[src/rtl/freq_meter_pkg.sv]
package freq_meter_pkg;

    // Default sizing: about 6000 counts per one-second gate at nominal mains.
    localparam int unsigned DEF_CNT_W       = 13;
    localparam int unsigned DEF_GATE_DIV    = 60;
    localparam int unsigned DEF_SYNC_STAGES = 2;

    // Whether a measurement window is already open.
    typedef enum logic {
        PH_IDLE  = 1'b0,
        PH_ARMED = 1'b1
    } meas_phase_e;

endpackage

[src/rtl/edge_sync.sv]
module edge_sync #(
    parameter int unsigned STAGES = 2
) (
    input  logic clk,
    input  logic rst,
    input  logic async_i,
    output logic rise_o
);
    localparam int unsigned NST = (STAGES < 2) ? 2 : STAGES;

    typedef struct packed {
        logic [NST-1:0] chain;
        logic           last;
    } sync_st_t;

    sync_st_t s_d, s_q;

    always_comb begin
        s_d       = s_q;
        s_d.chain = {s_q.chain[NST-2:0], async_i};
        s_d.last  = s_q.chain[NST-1];
        if (rst) begin
            s_d = '0;
        end
    end

    always_ff @(posedge clk) begin
        s_q <= s_d;
    end

    assign rise_o = s_q.chain[NST-1] & ~s_q.last;

endmodule

[src/rtl/gate_prescaler.sv]
module gate_prescaler #(
    parameter int unsigned DIV = 60
) (
    input  logic clk,
    input  logic rst,
    input  logic edge_i,
    output logic gate_o
);
    localparam int unsigned PW = (DIV > 1) ? $clog2(DIV) : 1;
    localparam logic [PW-1:0] LAST = PW'(DIV - 1);

    typedef struct packed {
        logic [PW-1:0] cnt;
    } pre_st_t;

    pre_st_t p_d, p_q;
    logic    wrap;

    assign wrap = (p_q.cnt == LAST);

    always_comb begin
        p_d = p_q;
        if (edge_i) begin
            p_d.cnt = wrap ? '0 : p_q.cnt + 1'b1;
        end
        if (rst) begin
            p_d = '0;
        end
    end

    always_ff @(posedge clk) begin
        p_q <= p_d;
    end

    assign gate_o = edge_i & wrap;

endmodule

[src/rtl/period_counter.sv]
module period_counter
    import freq_meter_pkg::*;
#(
    parameter int unsigned CNT_W = 13
) (
    input  logic             clk,
    input  logic             rst,
    input  logic             tick_i,
    input  logic             gate_i,
    output logic [CNT_W-1:0] count_o,
    output logic             valid_o,
    output logic             ovf_o
);
    localparam logic [CNT_W-1:0] CMAX = {CNT_W{1'b1}};

    typedef struct packed {
        logic [CNT_W-1:0] acc;
        logic             acc_ovf;
        logic [CNT_W-1:0] hold;
        logic             hold_ovf;
        logic             valid;
        meas_phase_e      phase;
    } cnt_st_t;

    cnt_st_t          c_d, c_q;
    logic [CNT_W-1:0] sum;
    logic             sum_ovf;

    // Accumulator value including this cycle's tick, saturating.
    always_comb begin
        sum     = c_q.acc;
        sum_ovf = c_q.acc_ovf;
        if (tick_i) begin
            if (c_q.acc == CMAX) begin
                sum_ovf = 1'b1;
            end else begin
                sum = c_q.acc + 1'b1;
            end
        end
    end

    always_comb begin
        c_d       = c_q;
        c_d.valid = 1'b0;
        if (gate_i) begin
            if (c_q.phase == PH_ARMED) begin
                c_d.hold     = sum;
                c_d.hold_ovf = sum_ovf;
                c_d.valid    = 1'b1;
            end
            c_d.phase   = PH_ARMED;
            c_d.acc     = '0;
            c_d.acc_ovf = 1'b0;
        end else begin
            c_d.acc     = sum;
            c_d.acc_ovf = sum_ovf;
        end
        if (rst) begin
            c_d = '0;
        end
    end

    always_ff @(posedge clk) begin
        c_q <= c_d;
    end

    assign count_o = c_q.hold;
    assign valid_o = c_q.valid;
    assign ovf_o   = c_q.hold_ovf;

endmodule

[src/rtl/mains_freq_meter.sv]
module mains_freq_meter
    import freq_meter_pkg::*;
#(
    parameter int unsigned CNT_W       = DEF_CNT_W,
    parameter int unsigned GATE_DIV    = DEF_GATE_DIV,
    parameter int unsigned SYNC_STAGES = DEF_SYNC_STAGES
) (
    input  logic             clk,
    input  logic             rst,
    input  logic             mains_i,
    input  logic             ref_i,
    output logic [CNT_W-1:0] count_o,
    output logic             valid_o,
    output logic             ovf_o
);
    logic mains_rise_w;
    logic ref_tick_w;
    logic gate_w;

    edge_sync #(.STAGES(SYNC_STAGES)) u_mains_sync (
        .clk     (clk),
        .rst     (rst),
        .async_i (mains_i),
        .rise_o  (mains_rise_w)
    );

    edge_sync #(.STAGES(SYNC_STAGES)) u_ref_sync (
        .clk     (clk),
        .rst     (rst),
        .async_i (ref_i),
        .rise_o  (ref_tick_w)
    );

    gate_prescaler #(.DIV(GATE_DIV)) u_prescale (
        .clk    (clk),
        .rst    (rst),
        .edge_i (mains_rise_w),
        .gate_o (gate_w)
    );

    period_counter #(.CNT_W(CNT_W)) u_count (
        .clk     (clk),
        .rst     (rst),
        .tick_i  (ref_tick_w),
        .gate_i  (gate_w),
        .count_o (count_o),
        .valid_o (valid_o),
        .ovf_o   (ovf_o)
    );

endmodule

[config.mk]
export PLATFORM = sky130hd
export DESIGN_NAME = mains_freq_meter
export DESIGN_NICKNAME = d
export VERILOG_FILES = /design/src/rtl/freq_meter_pkg.sv /design/src/rtl/edge_sync.sv /design/src/rtl/gate_prescaler.sv /design/src/rtl/period_counter.sv /design/src/rtl/mains_freq_meter.sv
export SDC_FILE = /design/constraint.sdc
export NUM_CORES = 1
export LEC_CHECK = 0
export CORE_MARGIN = 4
export CORE_UTILIZATION = 50
export CTS_CLUSTER_SIZE = 10
export DETAILED_ROUTE_END_ITERATION = 8
export DONT_BUFFER_PORTS = 1
export MAX_ROUTING_LAYER = met4
export SLEW_MARGIN = 0
export SYNTH_ARGS = -nofsm -noshare
export SYNTH_HDL_FRONTEND = slang
export SYNTH_HIERARCHICAL = 1
export SYNTH_SLANG_ARGS = --single-unit
[constraint.sdc]
create_clock -name clk -period 2.3 [get_ports clk]
set_input_delay 0.23 -clock clk [delete_from_list [all_inputs] [get_ports clk]]
set_output_delay 0.23 -clock clk [all_outputs]
set_load 0.05 [all_outputs]
==> results of run 1 <==
-- cells by family (layout without fill, tap and decap cells) --
kind of cell	count (synthesis)	after routing
flip-flops	42	42
AO/OA/AOI/OAI	42	42
AND/OR/NAND/NOR	82	82
adder cells (fa/ha/maj)	2	2
XOR/XNOR	5	5
buffers and inverters	21	11
multiplexers	3	3
-- power groups by stage --
stage / combinational, W / clock (W) / sequential [W]
6_report: 0.0000292 / 0.000372 / 0.000737
3_5_place_dp: 0.0000222 / 0 / 0.000754
3_3_place_gp: 0.0000216 / 0 / 0.000754
2_1_floorplan: 0.0000228 / 0 / 0.000753
5_1_grt: 0.0000334 / 0.000413 / 0.000739
4_1_cts: 0.0000302 / 0.000386 / 0.000738
-- metal layers --
layer | wire (um) | vias to the layer above
met4 | 48 | 0
met5 | 0 | -
met1 | 1730 | 624
li1 | - | 670
met3 | 157 | 4
met2 | 1490 | 30
-- layout by cell type (no fill, tap or decap), types with 2 or more instances in the layout --
cell type,n
nor2_1,33
or3_1,3
o211ai_1,2
o31ai_1,5
dfxtp_1,42
nand2_1,10
nor2b_1,6
a311oi_1,3
nand3b_1,3
o21bai_1,2
a211oi_1,6
mux2i_1,3
and4_1,2
a31oi_1,2
and2_1,3
nand4_1,4
ha_1,2
xor2_1,4
clkbuf_4,5
nor2b_2,2
o311ai_0,3
nand3_1,5
a21oi_1,9
o21ai_0,8
-- worst max-delay path, stage by stage, from the launching register on --
cell      delay [ps]
dfxtp_1          370
ha_1             270
and4_4           260
nand2_2           80
or4_4            530
a311oi_1         260
-- registers in the layout, summed over array words and instances, names as in the netlist --
signal            count
u_count/count_o      13
u_count/valid_o       1
u_prescale/p_q        6
u_count/c_q          15
u_count/ovf_o         1
u_mains_sync/s_q      3
u_ref_sync/s_q        3
-- metrics by stage --
step	instances	util (%)	setup WS, ps	hold WS, ps	instance area (um2)
4_1_cts	233	52.9	467	13.8	1810
2_1_floorplan	197	-	600	299	1800
5_1_grt	233	52.9	254	4.28	1810
3_5_place_dp	224	50.9	494	306	1740
3_3_place_gp	224	50.9	522	303	1740
6_report	233	52.9	457	20.1	1810
-- path summary, 6_finish.rpt --
kind	cells after the start	slack [ps]	to	startpoint
max	5	460	u_count/count_o[10]	u_count/c_q[17]
max reg2reg	5	460	u_count/count_o[10]	u_count/c_q[17]
min reg2reg	1	460	u_mains_sync/s_q[2]	u_mains_sync/s_q[1]
min	1	20	u_ref_sync/s_q[1]	ref_i
-- final cells by class --
cell class	count	share of cell area [%]
clock buffer	7	3.04
inverter	1	0.208
multi-input combinational	134	45.8
sequential	42	46.5
tap	46	3.18
timing repair buffer	2	0.969
clock inverter	1	0.277
-- timing repair --
action	4_1_cts	5_1_grt
hold buffers	1	0
endpoints found under the hold margin	23	0
setup buffers	0	0
==> qor.csv, run 1 <==
metric;value;unit
ys_seq_area_share;46.8;%
worstPathRequired;2560;ps
root_buffer;clkbuf_4;
p_total;0.00114;W
ir_drop;447;uV
setup_viol;0;
drcViolationCount;0;
fmax;0.543;GHz
yosys_register_bits;42;
core;3420;um2
synth_flop_cell;dfxtp_1;
seq_power_share;64.8;%
final_nets;192;
finalCriticalPeriod;1840;ps
via_per_inst;5.70;
synth_area_leader_cell;dfxtp_1;
busiest_layer;met2;
slew_headroom;42.2;%
arrival;2110;ps
synthSimpleGateAreaFrac;24.6;%
multi_input_area;828;um2
yosysMostFrequentCell;dfxtp_1;
holdCritPathClass;input port to flop;
p_sw;0.000245;W
clk_latency;350;ps
ys_warn_count;6;
cts.sinks;42;
syn_area;1800;um2
cts_tree;done;
synth.top_cells.by_area;dfxtp_1, nor2_1, buf_4, a21oi_1, a211oi_1;
dr.pass1.iters;4;
synth.top_cell.area_share;46.8;%
async_reset_ff_share;0;%
slew_violations;0;
area_growth;0.557;%
synth-adder-area-share;1.39;%
power_density;630;nW/um2
fp.dieW;68.0;um
start_util;52.6;%
synth_compound_area_share;16.0;%
finalWirelength;3.43;mm
syn-instance-count;197;
dp_hpwl;2.32;mm
rsz0062_at_grt;no;
path_clk_slew;120;ps
combPwrFrac;2.6;%
critPathKind;flop to flop;
synth_edf_count;0;
grt-ovfl-total;0;
power.internal;0.000894;W
antenna_found_initial;0;
htreeDepth;2;
hold_viol_final;0;
switching_share;21.5;%
synthMuxAreaShare;1.67;%
drv_cap;0;
path_max_fanout;6;
rows;21;
wl_per_cell;14.7;um
synth_cell_types;41;
period_share;80.1;%
drt.antenna.violating_nets;0;
synthTopCellsByCount;dfxtp_1, nor2_1, buf_4, nand2_1, a21oi_1;
grt_max_degree;24;
tightest_slew;864;ps
synth_top_family_by_area;simple AND/OR/NAND/NOR gates;
grt_pass1_vias;1205;
grtUsageMet2;24.1;%
io_buffer_count;0;
cts_resized;0;
startpoint_type;flop;
setup_tns;0;ps
synth_nets;203;
p_leak;0.594;nW
use_met1;22.3;%
antenna_cells;0;
grt_pass1_wl;5.64;mm
status;complete, no violations;
endpoint_kind;flop;
num-fill-cells;331;
synth_xor_area_share;2.44;%
num_vias;1328;
grtUsageMet3;5.42;%
cts_buffers;5;
drive_gt1_share;10.2;%
avgSynthCellArea;9.13;um2
io_pins;19;
drt-initial-drc-count;91;
regArea;841;um2
die_area;4620;um2
fp.dieH;68.0;um
grtUsageTotal;17.0;%
place_congestion;0.822;
worst_clock_skew;9.15;ps
clkPwrFrac;32.7;%
clk_path_buf_depth;2;
Power figures use the tool's default switching activity.
==> inputs of run 2 (changes only) <==
Settings changed: PLACE_DENSITY set to 0.68.
Clock period 2.3 ns to 1.6 ns, I/O delays scaled along.
==> run 2 against run 1 <==
  * The flow now finishes with violations (hold timing, setup timing)
  * Combinational power increased by 98%
  * Design area increased by 27%
  * Worst hold slack got worse by 160 ps
  * Core utilization increased by 15 points
  * Count of clock-buffer cells in the layout unchanged
  * Routed wire length increased by 22%
  * Critical path depth increased by 1
  * Clock skew decreased by 3.3 ps
  * Sequential cell count unchanged
  * Critical endpoint is now u_count/count_o[8]
==> qor.csv, run 2 (synthesized netlist as in run 1, its figures left out) <==
metric;value;unit
seq_power_share;63.6;%
crit_slowest_cell;or4b_4;
core;3420;um2
final_cells;275;
combPwrFrac;3.5;%
worst_clock_skew;5.85;ps
max_flop_register;u_count/c_q;
grt_pass1_wl;6.53;mm
grt-ovfl-total;0;
setup_tns;-7.89;ps
finalCriticalPeriod;1610;ps
setup_viol;2;
worstPathRequired;1850;ps
critPathKind;flop to flop;
fp.dieH;68.0;um
cts.sinks;42;
start_util;52.6;%
power.internal;0.00130;W
ir_drop;636;uV
drt.antenna.violating_nets;0;
largest_reg_flops;15;
hold_viol_final;16;
crit_chain;nor2b_4 -> buf_4 -> nand4_1 -> or4b_4 -> o211ai_1 -> a21oi_1;
p_leak;0.857;nW
layout_common_cells;buf_4, nor2_1, dfxtp_1, nand2_1, a21oi_1;
drt-initial-drc-count;88;
via_per_inst;5.65;
path_clk_slew;120;ps
utilization;67.4;%
rsz0062_at_grt;yes;
slew_violations;0;
p_sw;0.000362;W
endpoint_kind;flop;
clk_path_buf_depth;2;
num_vias;1554;
rows;21;
place_inst;254;
clk_latency;350;ps
slew_headroom;66.3;%
io_buffer_count;0;
status;finished, violations left;
drv_cap;0;
grt_pass1_vias;1468;
io_pins;19;
tightest_slew;505;ps
arrival;1860;ps
root_buffer;clkbuf_4;
place_congestion;0.877;
finalWirelength;4.19;mm
dp_hpwl;2.62;mm
cpPeakStageDelay;530;ps
antenna_cells;0;
whs;-142;ps
startpoint_type;flop;
final_common_cell;buf_4;
drcViolationCount;0;
cts_tree;done;
violations;hold timing, setup timing;
fmax;0.622;GHz
final_nets;234;
fp.dieW;68.0;um
htreeDepth;2;
cts_buffers;5;
dr.pass1.iters;4;
setup_slack;-7.83;ps
period_share;100;%
clkPwrFrac;32.9;%
switching_share;21.8;%
path_max_fanout;3;
grtUsageTotal;19.4;%
die_area;4620;um2
cts_hold_buffers;7;
grt_max_degree;29;
power_density;720;nW/um2
antenna_found_initial;0;
area_growth;28.1;%
holdCritPathClass;input port to flop;
wl_per_cell;15.2;um
drive_gt1_share;34.1;%
## run 2: final cells by class
cell class | count | area, um2
fillers | 279 | 1110
multi-input cells | 134 | 936
flip-flops and latches | 42 | 865
repair buffers | 44 | 382
well taps | 46 | 57.6
clock buffers | 7 | 55.1
clock inverters | 1 | 5.00
inverters | 1 | 3.75
## run 2: final timing paths
| check | slack [ps] | startpoint | cells after the start | to |
|---|---|---|---|---|
| setup / recovery | -8 | u_ref_sync/s_q[2] | 6 | u_count/count_o[8] |
| setup reg to reg | -8 | u_ref_sync/s_q[2] | 6 | u_count/count_o[8] |
| hold / removal | -140 | rst | 1 | u_count/count_o[0] |
| hold reg to reg | 480 | u_count/c_q[16] | 2 | u_count/c_q[16] |
## run 2: repair_timing
action                     CTS  global route
hold endpoints to repair    24            17
setup endpoints to repair   12            23
gates cloned                 0             1
buffers inserted             1             4
resized for setup            8            30
pin swaps                    4             8
## run 2: power by group through the flow
| stage | Sequential [W] | Combinational [W] | Clock, W |
|---|---|---|---|
| 6_report | 0.00106 | 0.0000578 | 0.000546 |
| 5_1_grt | 0.00106 | 0.0000624 | 0.000616 |
| 4_1_cts | 0.00106 | 0.0000532 | 0.000567 |
| 3_5_place_dp | 0.00108 | 0.0000419 | 0 |
| 3_3_place_gp | 0.00108 | 0.0000396 | 0 |
| 2_1_floorplan | 0.00108 | 0.0000333 | 0 |
## run 2: per-stage QoR
stage / power (W) / instance area, um2 / worst slack, ps
global route: 0.00174 / 2300 / -83.0
global placement: 0.00112 / 1980 / -25.6
CTS: 0.00168 / 2160 / 1.02
detailed placement: 0.00113 / 1980 / -110
finish: 0.00166 / 2300 / -7.83
floorplan: 0.00112 / 1810 / -49.6
## run 2: routing by layer
layer,track usage (%),vias to the layer above,part of all wire [%],wire (um)
li1,-,755,-,-
met1,22.7,746,44,1850
met2,31.2,43,49,2050
met3,4.27,10,5.5,230
met4,10.2,0,1.5,62
met5,-,-,0,0
## run 2: worst max-delay path, delay by kind of cell, from the launching register on
kind	cells	cell delay, ps
AOI/OAI and AO/OA	2	190
DFF	1	340
and+or+nand+nor	3	840
buffers and inverters	1	150
==> inputs of run 3 (changes only) <==
Settings changed: CELL_PAD_IN_SITES_DETAIL_PLACEMENT set to 1, CELL_PAD_IN_SITES_GLOBAL_PLACEMENT set to 2, CORE_UTILIZATION 50 to 34, PLACE_DENSITY 0.68 to not set, PLACE_DENSITY_LB_ADDON set to 0.1.
==> run 3 against run 2 <==
  * The flow finishes with violations (hold timing)
  * Worst setup slack better by 9.2 ps
  * Core utilization fell by 21 points
  * Die area rose by 41%
  * Register-to-register slack barely moved
  * Count of clock-buffer cells in the layout shrank 2
  * Global-route usage fell by 4.1 points
  * Via count fell by 0.71%
  * Design area increased by 3.7%
  * Worst hold slack better by 65 ps
==> qor.csv, run 3 (synthesized netlist as in run 1, its figures left out) <==
metric;value;unit
status;finished, violations left;
violations;hold timing;
tightest_slew;488;ps
place_inst;286;
drive_gt1_share;36.5;%
largest_reg_flops;15;
area_growth;32.9;%
grt_max_degree;29;
via_per_inst;5.09;
antenna_found_initial;0;
place_ws;-141;ps
final_nets;238;
setup_slack;1.32;ps
cts.sinks;42;
io_pins;19;
start_util;35.2;%
path_clk_slew;80;ps
grtUsageTotal;15.3;%
dpl_cell_area;2070;um2
wl_per_cell;14.9;um
final_area;2390;um2
num_vias;1543;
ir_drop;571;uV
setup_viol;0;
layout_common_cells;buf_4, nor2_1, dfxtp_1, dfxtp_2;
antenna_cells;0;
endpoint_kind;flop;
fp.dieW;80.7;um
arrival;1810;ps
critPathKind;flop to flop;
hold_viol_final;16;
clk_path_buf_depth;2;
grt-ovfl-total;0;
drv_cap;0;
place_congestion;0.868;
finalCriticalPeriod;1600;ps
max_flop_register;u_count/c_q;
multi_input_area;935;um2
core;5110;um2
htreeDepth;2;
fp.dieH;80.7;um
holdCritPathClass;input port to flop;
period_share;99.9;%
regArea;857;um2
final_common_cell;buf_4;
clk_latency;290;ps
grt_pass1_wl;7.43;mm
worstPathRequired;1810;ps
startpoint_type;flop;
io_buffer_count;0;
fmax;0.626;GHz
path_max_fanout;4;
cts_buffers;5;
p_leak;0.889;nW
die_area;6520;um2
cts_tree;done;
slew_violations;0;
drcViolationCount;0;
power_density;813;nW/um2
rsz0062_at_grt;yes;
grt_pass1_vias;1559;
slew_headroom;67.4;%
dr.pass1.iters;4;
cts_hold_buffers;7;
final_cells;303;
drt.antenna.violating_nets;0;
drt-initial-drc-count;42;
p_total;0.00194;W
rows;26;
whs;-76.4;ps
root_buffer;clkbuf_8;
worst_clock_skew;6.82;ps
utilization;46.8;%
dp_hpwl;3.28;mm
num-fill-cells;603;
finalWirelength;4.50;mm
[run 3: cell count changes in the layout (fill, tap and decap cells not counted), moves of 2 or more]
cell and delta:
buf_4 +4, o31ai_1 +2, dfxtp_4 -3, dfxtp_2 +3, o31ai_2 -2, clkbuf_8 +4
clkbuf_4 -5
[run 3: repair_timing]
action	CTS	global route
pin swaps	4	8
resized for setup	16	19
hold endpoints to repair	23	16
buffers inserted	2	0
setup endpoints to repair	13	17
[run 3: stage by stage]
stage / hold WS, ps / TNS, ps
2_1_floorplan: 229 / -49.6
3_3_place_gp: 234 / -79.1
3_5_place_dp: 237 / -560
4_1_cts: -89.5 / 0
5_1_grt: -99.1 / -131
6_report: -76.4 / 0
[run 3: metal layers]
layer  global-route usage, %  vias to the layer above  wire length (um)  share of wire [%]
met2                    25.4                       25              2210                 49
met1                    17.8                      750              2050                 46
met5                       -                        -                 0                  0
met4                    6.08                        0                74                1.6
met3                    3.70                        7               170                3.8
li1                        -                      761                 -                  -
[run 3: cell type report]
class                      count  area share [%]
clock inverter                 3            1.68
clock buffer                   5            2.88
inverter                       1           0.157
sequential                    42            35.9
multi-input combinational    134            39.1
timing repair buffer          48            16.6
tap                           70            3.66
[run 3: critical path, stage by stage, from the launching register on]
cell      delay [ps]
dfxtp_2          360
ha_4             160
and4_4           220
nand2_2           60
or4_4            520
a311oi_2         200
[run 3: power breakdown]
part | switching (W) | internal [W]
Combinational | 0.0000250 | 0.0000366
Sequential | 0.00000602 | 0.00105
Clock | 0.000362 | 0.000459
Total | 0.000393 | 0.00155
[run 3: worst paths after layout]
| kind | slack [ps] | to | depth (start not counted) | start |
|---|---|---|---|---|
| hold reg to reg | 460 | u_count/count_o[8] | 2 | u_count/count_o[8] |
| setup / recovery | 1 | u_count/count_o[10] | 5 | u_count/c_q[18] |
| setup reg to reg | 1 | u_count/count_o[10] | 5 | u_count/c_q[18] |
| hold / removal | -80 | u_count/count_o[1] | 1 | rst |
